### src/rtl/sector_router.sv
module sector_router #(
  parameter int NCH   = 4,
  parameter int DW    = 128,
  parameter int BEATS = 32,
  parameter int CW    = 16,
  parameter int SW    = 16,
  localparam int CHW  = $clog2(NCH),
  localparam int SB   = $clog2(BEATS)
) (
  input  logic                    clk,
  input  logic                    rst_n,
  input  logic                    start,
  input  logic                    dir,
  input  logic [CHW-1:0]          first_ch,
  input  logic [SW-1:0]           nsect,
  output logic                    busy,
  output logic                    done,
  input  logic [CW-1:0]           utx_cnt,
  input  logic                    utx_empty,
  output logic                    utx_rd,
  input  logic [DW-1:0]           utx_data,
  input  logic [CW-1:0]           urx_cnt,
  output logic                    urx_wr,
  output logic [DW-1:0]           urx_data,
  input  logic [NCH-1:0][CW-1:0]  ctx_cnt,
  output logic [NCH-1:0]          ctx_wr,
  output logic [DW-1:0]           ctx_data,
  input  logic [NCH-1:0][CW-1:0]  crx_cnt,
  output logic [NCH-1:0]          crx_rd,
  input  logic [NCH-1:0][DW-1:0]  crx_data
);

  typedef enum logic [1:0] {S_IDLE, S_WAIT, S_BURST} st_t;

  st_t            st;
  logic           rd_dir, dir_q, wr_q, done_r;
  logic [CHW-1:0] ch, ch_q, ch_nxt;
  logic [SB-1:0]  beat;
  logic [SW-1:0]  left;

  logic unused_inputs;
  assign unused_inputs = ^{utx_empty, utx_cnt, urx_cnt, ctx_cnt, crx_cnt};

  wire src_ok_w = utx_cnt[CW-1:SB] != '0;
  wire dst_ok_w = !(&ctx_cnt[ch][CW-1:SB+1]);
  wire src_ok_r = crx_cnt[ch][CW-1:SB] != '0;
  wire dst_ok_r = !(&urx_cnt[CW-1:SB+1]);
  wire gate_ok  = rd_dir ? (src_ok_r && dst_ok_r) : (src_ok_w && dst_ok_w);
  wire go       = st == S_BURST;
  wire last     = beat == SB'(BEATS - 1);

  assign ch_nxt = (ch == CHW'(NCH - 1)) ? '0 : ch + 1'b1;

  assign utx_rd   = go && !rd_dir;
  assign urx_wr   = wr_q && dir_q;
  assign urx_data = crx_data[ch_q];
  assign ctx_data = utx_data;
  assign busy     = (st != S_IDLE) || wr_q;
  assign done     = done_r;

  always_comb begin
    crx_rd = '0;
    ctx_wr = '0;
    if (go && rd_dir)  crx_rd[ch]   = 1'b1;
    if (wr_q && !dir_q) ctx_wr[ch_q] = 1'b1;
  end

  always_ff @(posedge clk) begin
    if (!rst_n) begin
      st     <= S_IDLE;
      rd_dir <= 1'b0;
      dir_q  <= 1'b0;
      wr_q   <= 1'b0;
      done_r <= 1'b0;
      ch     <= '0;
      ch_q   <= '0;
      beat   <= '0;
      left   <= '0;
    end else begin
      wr_q   <= go;
      ch_q   <= ch;
      dir_q  <= rd_dir;
      done_r <= 1'b0;
      case (st)
        S_IDLE: if (start) begin
          rd_dir <= dir;
          ch     <= first_ch;
          left   <= nsect;
          beat   <= '0;
          if (nsect == '0) done_r <= 1'b1;
          else             st     <= S_WAIT;
        end
        S_WAIT: if (gate_ok) begin
          st   <= S_BURST;
          beat <= '0;
        end
        S_BURST: begin
          beat <= beat + 1'b1;
          if (last) begin
            ch   <= ch_nxt;
            left <= left - 1'b1;
            if (left == SW'(1)) begin
              st     <= S_IDLE;
              done_r <= 1'b1;
            end else begin
              st <= S_WAIT;
            end
          end
        end
        default: st <= S_IDLE;
      endcase
    end
  end

endmodule

### config.mk
export PLATFORM = sky130hd
export DESIGN_NAME = sector_router
export DESIGN_NICKNAME = d
export VERILOG_FILES = /design/src/rtl/sector_router.sv
export SDC_FILE = /design/constraint.sdc
export NUM_CORES = 1
export LEC_CHECK = 0
export CORE_AREA = 4 4 417 419
export CTS_CLUSTER_DIAMETER = 200
export DETAILED_ROUTE_END_ITERATION = 6
export DIE_AREA = 0 0 421 423
export HOLD_SLACK_MARGIN = 0.06
export SYNTH_ARGS = -nofsm -noshare
export SYNTH_HDL_FRONTEND = slang
export SYNTH_SLANG_ARGS = --single-unit
### constraint.sdc
create_clock -name clk -period 1.91 [get_ports clk]
set_input_delay 0.191 -clock clk [delete_from_list [all_inputs] [get_ports clk]]
set_output_delay 0.191 -clock clk [all_outputs]
set_load 0.1 [all_outputs]
-- After elaboration in Yosys (flattened, before gate mapping)
Cells that the tools add are included.
- order comparisons: 4
- add/sub/neg operators: 3
- reduce and logical (&&, ||, !) cells: 26
- muxes and demuxes: 34
- equality and inequality tests: 9
- operators by type and width (kind ; count):
    binary-select mux 128 bit (select 2 bit) ; 1
    2-to-1 mux 128 bit ; 1
    binary-select mux 16 bit (select 2 bit) ; 2
    2-to-1 mux 16 bit ; 4
    case mux 16 bit (2 select lines) ; 1
    nonzero test 11 bit ; 2
    AND reduction 10 bit ; 2
    == test 16 x 1 -> 1 bit (second input constant) ; 1
    zero test 16 bit ; 1
    subtractor 16 x 1 -> 16 bit (second input constant) ; 1
    case mux 5 bit (3 select lines) ; 1
    2-to-1 mux 2 bit ; 7
    2-to-1 mux 5 bit ; 2
    logical AND 1 bit ; 8
    2-to-1 mux 1 bit ; 8
    2-to-1 mux 4 bit ; 2
    < comparator 2 x 3 -> 1 bit (second input constant) ; 2
    != test 2 bit (second input constant) ; 3
    case mux 2 bit (3 select lines) ; 1
    AND reduction 3 bit ; 2
    adder 5 x 1 -> 5 bit (second input constant) ; 1
    == test 5 bit (second input constant) ; 1
    demux 1 bit (select 2 bit) ; 2
    == test 2 bit (second input constant) ; 2
    other kinds (13) ; 18
- bits in registers: 31
- input port bits: 823
- output and inout bits: 268
- logic and storage cells: 85

-- Longest topological paths before layout
Gate-level depths: netlist (run 1).
- depth after elaboration: 8
- depth in mapped cells: 9
- depth with buffers taken out: 8

-- Least setup slack after synthesis (run 1)
OpenSTA, ideal clock, no wires.
- path type: register to output
- from: reg ch_q[1]
- to: out ctx_wr[0]
- setup slack: -1.347 ns
- required time: 1.719 ns
- stages on the path, launching flop included: 5
- arrival: 3.066 ns
- cells stage by stage: dfxtp_1 clkbuf_1 clkbuf_1 clkbuf_1 nor3b_1
- word-level cells in the longest chain between the ends: 5
- elaborated cells between the ends (all ways): 6
- classes of those cells: order compare: 2; mux: 3; reduce/logical: 1
- ends and longest elaborated chain (what ; RTL line ; text):
    start: declaration ; 37 ; logic [CHW-1:0] ch, ch_q, ch_nxt;
    start signal: assignment ; 81 ; ch_q <= ch;
    < comparator 2 x 3 -> 1 bit (not written as such) or greater-or-equal comparator 2 x 1 -> 1 bit (tied branches) ; 65 ; if (wr_q && !dir_q) ctx_wr[ch_q] = 1'b1;
    logical AND 1 bit (not written as such) ; 65 ;
    2-to-1 mux 1 bit (not written as such) ; 65 ;
    demux 1 bit (select 2 bit) (*) ; 65 ;
    2-to-1 mux 4 bit (*) ; 65 ;
    end: declaration ; 26 ; output logic [NCH-1:0] ctx_wr,
Every way passes the cells marked *; elsewhere a longest branch is shown, timed or not.

-- Final worst setup path (run 1)
- from: reg ch_q[0]
- to: out urx_data[36]
- word-level cells in the longest chain between the ends: 2
- ends and longest elaborated chain (what ; RTL line ; text):
    binary-select mux 128 bit (select 2 bit) ; 56 ; assign urx_data = crx_data[ch_q];
    2-to-1 mux 128 bit (not written as such) ; 56 ;
    end: declaration ; 24 ; output logic [DW-1:0] urx_data,
Every way passes these cells. The select of a mux whose other input is x is not followed.

==> out/results.txt, run 1 <==
The run gives 0 as the number of endpoints with negative hold slack in the final report. 1091 I/O pins were placed. In this run the register-to-register setup slack is -0.06 ns. The sequential power share is 0.079, and the residual antenna-violating net count after detailed routing is 0. The final-layout fill cell count is 19300, and the last weighted congestion value of the routability-driven placer is 0.993. The floorplan step defined a die boundary enclosing 178000 µm². For the pin with the worst max-slew slack, the measured transition is 0.488 ns.

The detailed-route wire length per cell was 35.2 µm. Clock latency on the worst-skew pair, taken at its later pin, is 0.30 ns. Top fanout value on the critical path: 12. The final reports fail on negative setup slack. Along the worst hold path, the cell count comes to 0.

Summed over all nets, wire length on met3 after detailed routing comes to 26200 µm. For the share of the core filled with cells in the final layout, the log shows 0.109. Via count of the first global-routing pass: 9135. Timing would allow up to 0.462 GHz. The number of synthesized flops with an enable pin was 0. The logs give 35700 µm for the wire length on met1 and 117000 µm for the sum of net half-perimeters after detailed placement. The combinational share of power came out at 0.837. The final worst clock skew is 0.0110 ns, and the count of yosys warnings during synthesis is 0. The routed layout has 9246 vias. The flow ran to the end, but the final reports show violations. After synthesis, the netlist uses 51 different library cells. End point of the most critical hold path: ctx_data[73]. For the initial DRC count, the log shows 468. The first global-routing pass estimated 144000 µm of wire. The net count of the finished layout is 2122. The site row count was 152. The fraction of layout cells with a size suffix above 1 came out at 0.349.

In this run the most critical hold path is launched from utx_data[73]. For this design, the sink count on the clock tree is 31. The run gives 9.90 mW as the power after layout. STA classifies the critical path startpoint as a flop. The per-instance average area after synthesis was 10.7 µm²; the peak supply drop was 0.292 mV. Measured along the y axis, the die boundary spans 423 µm. The floorplan step set the die width to 421 µm.

Adding up every negative setup slack in the final design gives -22.25 ns. Entering global routing, the biggest net connects 34 pins. Buffer type at the clock tree root: sky130_fd_sc_hd__clkbuf_16. The number of maximum-capacitance violations was 0; the worst setup slack after placement was -0.522 ns. Setup repair after global routing could not meet its margin everywhere. The clock transition time at the flip-flop clock pins of the worst setup and hold paths was 0.06 ns.

The final cycle utilization of the critical path is 1.13. Starting utilization of the core area: 0.0360. The reg-to-reg endpoint was left[14].

The number of cells on the worst reg-to-reg path is 7. The tools report the remaining routing DRC violations as 0. In the routed layout, each cell is associated on average with a via count of 2.62. The run gives 2 as the number of buffers on the longest clock path.

The share of synthesized flip-flops with an asynchronous set or reset was 0. Routed signal wires occupy layers up through met5. Internal power comes to 4.76 mW. Subtracting the final worst setup slack from the clock period gives 2.16 ns. The logs give 1.72 ns for the required time of the worst setup path and 59700 µm for the detailed route wirelength on metal2. The core region is 171000 µm².

The H-tree was split into 2 levels. Data arrives at the worst endpoint at 1.97 ns. After technology mapping, the gate count stands at 576.

The critical path is of the flop to output port type. The number of nets in the synthesized netlist is 1407. The worst min-delay path class was input pin to output port. The most used flip-flop cell after synthesis is sky130_fd_sc_hd__dfxtp_1. The number of antenna violations at the first check in global routing was 113; the number of port buffers was 778.

The synthesized design contains 31 register bits. The total routing resource utilization after global routing is 0.133. STA classifies the critical path endpoint as an output port. The standby leakage power was 5.97 nW. The number of buffers inserted for hold repair after clock tree synthesis came out at 0.

The logs give 0.672 for the relative slew slack and 0.084 for the power share of the clock group. Setup violations remaining at the end of the flow were counted as 133. TritonCTS built the clock tree.

The aggregate routed wire length was 124000 µm. The register area share after synthesis is 0.101. The analysis attributes to net switching a power of 5.14 mW.

Leaving out fill and tap cells, the most frequent cell in the layout is sky130_fd_sc_hd__clkdlybuf4s50_1. The pre-antenna-repair detailed-routing pass consisted of 5 iterations. The worst register-to-register path begins at left[1].

Dividing total power by cell area gives a power density of 532 nW/µm². Leaving out fill and tap cells, the most frequent cells in the layout are sky130_fd_sc_hd__clkdlybuf4s50_1, sky130_fd_sc_hd__buf_12, sky130_fd_sc_hd__mux4_2. Final count of pins violating max slew: 0. Summing every instance area after synthesis gives 6140 µm². The run gives -0.254 ns as the worst setup slack after layout. The net switching fraction of the power works out to 0.519. The area added between synthesis and finish came out at 203%. The tools report the leftover overflow at the end of global routing as 0. The CTS buffer count was 5.
[per-stage QoR]
step                      hold WS (ns)  cell area [µm²]  std cells
final                            0.382            18600       3534
after global placement           0.383            17800       3491
after detailed placement         0.383            17800       3491
after CTS                        0.383            18300       3514
after floorplan                  0.336             6270        576
after global routing             0.382            18600       3531
[cells by family (layout without fill, tap and decap cells)]
family                   Yosys count  count (layout)  synth area share
AND/OR/NAND/NOR                  143             143             0.119
adder cells (fa/ha/maj)            8               8            0.0163
XOR/XNOR                           1               1           0.00143
other                              0               9                 0
flip-flops                        31              31             0.101
multiplexers                     129             129             0.471
AO/OA/AOI/OAI                     81              81            0.0896
buffers and inverters            183             899             0.202
[area by class of cell]
type / instances / area [µm²] / area share
Clock inverter: 2 / 11.3 / 0.000605
Timing Repair Buffer: 884 / 10400 / 0.557
Clock buffer: 6 / 129 / 0.00693
Multi-Input combinational cell: 362 / 4600 / 0.248
Sequential cell: 31 / 638 / 0.0343
Inverter: 7 / 40.0 / 0.00215
Tap cell: 2233 / 2790 / 0.150
Antenna cell: 9 / 22.5 / 0.00121
[flip-flops by register name, indices dropped and copies added, names as in the netlist]
name	flops
beat	5
ch	2
ch_q	2
dir_q	1
done	1
left	16
rd_dir	1
st	2
wr_q	1
[worst max-delay path by stage]
stage                start           end  slack [ns]  cells after the start
2_1_floorplan      left[0]      left[11]       -0.09                      7
3_3_place_gp   ctx_cnt[54]       beat[4]       -0.55                      9
3_5_place_dp   ctx_cnt[54]       beat[4]       -0.52                      9
4_1_cts            ch_q[0]  urx_data[37]       -0.33                      5
5_1_grt            ch_q[0]  urx_data[37]       -0.31                      5
6_report           ch_q[0]  urx_data[36]       -0.25                      5
[power by group through the flow]
stage	combinational [mW]	sequential, mW	clock [mW]
floorplan	5.09	0.770	0
global placement	8.07	0.795	0
detailed placement	8.09	0.797	0
CTS	8.32	0.776	0.893
global route	8.58	0.792	0.892
finish	8.29	0.783	0.831
[what timing repair did]
action                                  in CTS  in global routing
pin swaps                                   10                 19
endpoints found under the setup margin     152                151
gates resized for setup                     40                 47
gates cloned                                 3                  1
buffers inserted                            14                 13
[synth_stat cells, types with 9 or more instances]
| master | count | area, µm² |
|---|---|---|
| sky130_fd_sc_hd__buf_4 | 128 | 961 |
| sky130_fd_sc_hd__mux4_2 | 128 | 2880 |
| sky130_fd_sc_hd__nor2_1 | 33 | 124 |
| sky130_fd_sc_hd__dfxtp_1 | 31 | 621 |
| sky130_fd_sc_hd__clkbuf_1 | 27 | 101 |
| sky130_fd_sc_hd__nand2_1 | 27 | 101 |
| sky130_fd_sc_hd__nor4_1 | 20 | 125 |
| sky130_fd_sc_hd__a21oi_1 | 16 | 80.1 |
| sky130_fd_sc_hd__nand3_1 | 14 | 70.1 |
| sky130_fd_sc_hd__o21ai_0 | 14 | 70.1 |
| sky130_fd_sc_hd__nor3_1 | 12 | 60.1 |
| sky130_fd_sc_hd__nand4_1 | 9 | 56.3 |
[per-layer routing]
layer  up-vias  global-route usage
li1       3646                   -
met1      4531               0.114
met2       799               0.226
met3       232               0.128
met4        38              0.0203
met5         -                   0
[critical path: stages, from the launching register on]
cell and delay [ns]:
sky130_fd_sc_hd__dfxtp_4 0.35, sky130_fd_sc_hd__buf_12 0.14, sky130_fd_sc_hd__buf_16 0.17, sky130_fd_sc_hd__buf_16 0.17, sky130_fd_sc_hd__mux4_2 0.56, sky130_fd_sc_hd__buf_12 0.19
No activity file was read; power rests on OpenSTA's default activity.
==> run 2: changes to the inputs <==
Settings changed: HOLD_SLACK_MARGIN 0.06 to 0.03, MAX_ROUTING_LAYER set to met4.
==> run 2 against run 1 <==
  * The flow still finishes with violations (negative setup slack)
  * Sequential power decreased by 0.8%
  * Clock power increased by 2%
  * Die area unchanged
  * Wire length increased by 0.32%
  * Critical path depth unchanged
  * Non-clock buffer count decreased by 3
  * Worst hold slack about the same
  * Global-route usage increased by 0.32 points
  * First-iteration DRC count increased by 13%
  * Total power increased by 0.71%
  * Clock skew increased by 0.00059 ns
  * Highest routed layer is now met4
==> out/results.txt, run 2 (synthesized netlist as in run 1, its figures left out) <==
The worst min-delay path class was input pin to output port (unchanged). The detailed-route wire length per cell was 35.1 µm (was 35.2 µm); the aggregate routed wire length was 125000 µm (was 124000 µm). The cell count of the worst reg-to-reg path is 6 (was 7).

The fraction of layout cells with a size suffix above 1 works out to 0.351 (was 0.349). Element type at the critical path end: an output port (unchanged). The number of setup violations in the final report is 131 (was 133), and the horizontal die dimension is 421 µm (unchanged).

The area added between synthesis and finish was 206% (was 203%). The run gives 2 (unchanged) as the number of buffers on the longest clock path. The logs give 9.97 mW (was 9.90 mW) for the power after layout and 5.16 mW (was 5.14 mW) for the reported net switching power. The total area of multi-input combinational cells was 4660 µm² (was 4600 µm²); the post-route cell area was 18800 µm² (was 18600 µm²). The standby leakage power is 6.01 nW (was 5.97 nW), and the final cycle utilization of the critical path is 1.13 (about the same). Startpoint of the most critical register-to-register path: left[0] (was left[1]).

The tools report the fmax as 0.463 GHz (was 0.462 GHz). The final worst clock skew was 0.0116 ns (was 0.0110 ns). The number of port buffers came out at 778 (unchanged).

The logs give 171000 µm² (unchanged) for the core region area and 0.31 ns (was 0.30 ns) for the worst-skew pair later-pin latency. Most frequent cells in the layout: sky130_fd_sc_hd__clkdlybuf4s50_1, sky130_fd_sc_hd__buf_12, sky130_fd_sc_hd__mux4_2 (unchanged). The buffer type at the clock tree root is sky130_fd_sc_hd__clkbuf_16 (unchanged). The end point of the critical path was urx_data[121] (was urx_data[36]). The total routing resource utilization after global routing was 0.136 (was 0.133); the number of buffers inserted for hold repair after clock tree synthesis was 0 (unchanged). The count of buffer and inverter cells on the critical path came out at 4 (unchanged). The reg2reg setup slack was -0.05 ns (was -0.06 ns).

TritonCTS built the clock tree. The run gives 1.72 ns (about the same) as the required time of the worst setup path. The most repeated library cell on the critical path is sky130_fd_sc_hd__buf_12. The deepest level of the CTS H-tree is 2 (unchanged). The final critical delay including setup and external delays is 2.16 ns (about the same), and the remaining routing DRC violations is 0 (unchanged). For the number of antenna violations at the first check in global routing, the log shows 115 (was 113). For the sum of net half-perimeters after detailed placement, the log shows 117000 µm (about the same). Startpoint class of the critical path: a flop (unchanged). The internal power of the cells was 4.81 mW (was 4.76 mW). The run gives 0.301 mV (was 0.292 mV) as the peak supply drop.

The initial DRC count is 528 (was 468). The tools report the combinational share of power as 0.837 (about the same). The net switching fraction of the power is 0.517 (was 0.519), and the final count of pins violating max slew is 0 (unchanged).

Cell chain of the critical path: buf_12 -> buf_16 -> clkbuf_16 -> mux4_2 -> buf_12 (was buf_12 -> buf_16 -> buf_16 -> mux4_2 -> buf_12). The number of endpoints with negative hold slack in the final report was 0 (unchanged). The power share of the clock group is 0.085 (was 0.084), and the net count reported at finish is 2119 (was 2122). The CTS buffer count was 5 (unchanged). The residual antenna-violating net count after detailed routing is 0 (unchanged), and the leftover overflow at the end of global routing is 0 (unchanged). The worst setup path category was flop to output port (unchanged). The tools report the site row count as 152 (unchanged). The register with the most flip-flops is left (unchanged). Biggest regs: left: 16 flops, beat: 5 flops (unchanged). The clock transition time at the flip-flop clock pins of the worst setup and hold paths was 0.06 ns (about the same); the data arrival at the endpoint of the critical path was 1.97 ns (about the same). Kind of cell adding the most delay to the critical path: buffers and inverters (unchanged).

For the sequential power share, the log shows 0.078 (was 0.079). The area enclosed by the die boundary came out at 178000 µm² (unchanged). The tools report the maximum number of pins on one net before global-route repair as 44 (was 34). The run gives 143000 µm (was 144000 µm) as the global-route wire length before repair. The power density over the cells is 530 nW/µm² (was 532 nW/µm²). Total I/O pin count: 1091 (unchanged). The flow ran to the end, but the final reports show violations.

The critical-path cell with the highest stage delay is sky130_fd_sc_hd__mux4_2 (unchanged). The delay of the slowest cell on the worst path came out at 0.54 ns (was 0.56 ns). For the final-layout fill cell count, the log shows 19300 (about the same). The launch point of the worst path was ch_q[0] (unchanged). The flip-flop count of the largest register, all copies and words added is 16 (unchanged), and the top fanout value on the critical path is 7 (was 12).

The logs give 643 µm² (was 638 µm²) for the flip-flop and latch area and 17700 µm² (was 17800 µm²) for the post-place instance area. The number of maximum-capacitance violations came out at 0 (unchanged). The reg-to-reg endpoint is left[11] (was left[14]).

The via count normalized by instance count works out to 2.54 (was 2.62). The die outline height is 423 µm (unchanged). Violations in the final reports: negative setup slack (unchanged). The commonest non-fill, non-tap cell in the layout was sky130_fd_sc_hd__clkdlybuf4s50_1 (unchanged). The tools report the last weighted congestion value of the routability-driven placer as 0.999 (was 0.993). For the total number of vias, the log shows 9007 (was 9246).

Relative slew slack: 0.714 (was 0.672). The starting utilization of the core area was 0.0360 (unchanged); the detailed-routing iteration count for the pre-antenna-repair pass was 5 (unchanged). The cell count along the critical path was 5 (unchanged). Worst setup slack after layout: -0.249 ns (was -0.254 ns). The clock net sink count is 31 (unchanged). Setup repair after global routing could not meet its margin everywhere. The slew at the pin closest to its max-slew limit was 0.428 ns (was 0.488 ns); the via count of the first global-routing pass was 8923 (was 9135).
## run 2: layout make-up
type,count,share of cell area
Antenna cell,29,0.00386
Clock buffer,6,0.00685
Clock inverter,2,0.000598
Inverter,7,0.00213
Multi-Input combinational cell,362,0.247
Sequential cell,31,0.0342
Tap cell,2233,0.148
Timing Repair Buffer,881,0.556
## run 2: per-stage QoR
step | util | setup TNS, ns | setup WS (ns) | cells | hold slack [ns]
after floorplan | - | -0.139 | -0.0869 | 576 | 0.336
final | 0.110 | -21.70 | -0.249 | 3551 | 0.382
after global routing | 0.110 | -28.93 | -0.291 | 3547 | 0.382
after detailed placement | 0.104 | -7.76 | -0.442 | 3479 | 0.383
after global placement | 0.104 | -7.54 | -0.550 | 3479 | 0.383
after CTS | 0.107 | -26.19 | -0.305 | 3499 | 0.383
## run 2: worst reg2reg max path: stages (launching register included)
cell and delay, ns:
sky130_fd_sc_hd__dfxtp_2 0.33, sky130_fd_sc_hd__or4_4 0.53, sky130_fd_sc_hd__or3_4 0.37, sky130_fd_sc_hd__or2_4 0.27, sky130_fd_sc_hd__o21a_1 0.17, sky130_fd_sc_hd__o21ai_1 0.11
sky130_fd_sc_hd__a21oi_1 0.07
## run 2: power by group through the flow
stage          registers [mW]  logic [mW]  clock network, mW
3_5_place_dp            0.806        8.04                  0
5_1_grt                 0.787        8.64              0.895
2_1_floorplan           0.770        5.09                  0
6_report                0.777        8.35              0.844
4_1_cts                 0.773        8.29              0.890
3_3_place_gp            0.806        8.02                  0
## run 2: how the worst min path moves through the flow
stage / startpoint / to / slack [ns] / cells past startpoint
final: utx_data[71] / ctx_data[71] / 0.38 / 0
after CTS: utx_data[62] / ctx_data[62] / 0.38 / 0
after floorplan: dir / rd_dir / 0.34 / 2
after global routing: utx_data[73] / ctx_data[73] / 0.38 / 0
after detailed placement: utx_data[62] / ctx_data[62] / 0.38 / 0
after global placement: utx_data[62] / ctx_data[62] / 0.38 / 0
## run 2: timing repair
action / CTS / global route
buffers inserted: 9 / 18
pin swaps: 8 / 17
endpoints found under the hold margin: 0 / 0
gates cloned: 3 / 6
endpoints found under the setup margin: 150 / 154
resized for setup: 44 / 57
## run 2: per-layer routing
| metal | global-route usage | vias to the layer above | part of all wire |
|---|---|---|---|
| li1 | - | 3674 | - |
| met1 | 0.117 | 4419 | 0.30 |
| met2 | 0.221 | 727 | 0.48 |
| met3 | 0.124 | 187 | 0.20 |
| met4 | 0.0248 | 0 | 0.020 |
| met5 | - | - | 0 |
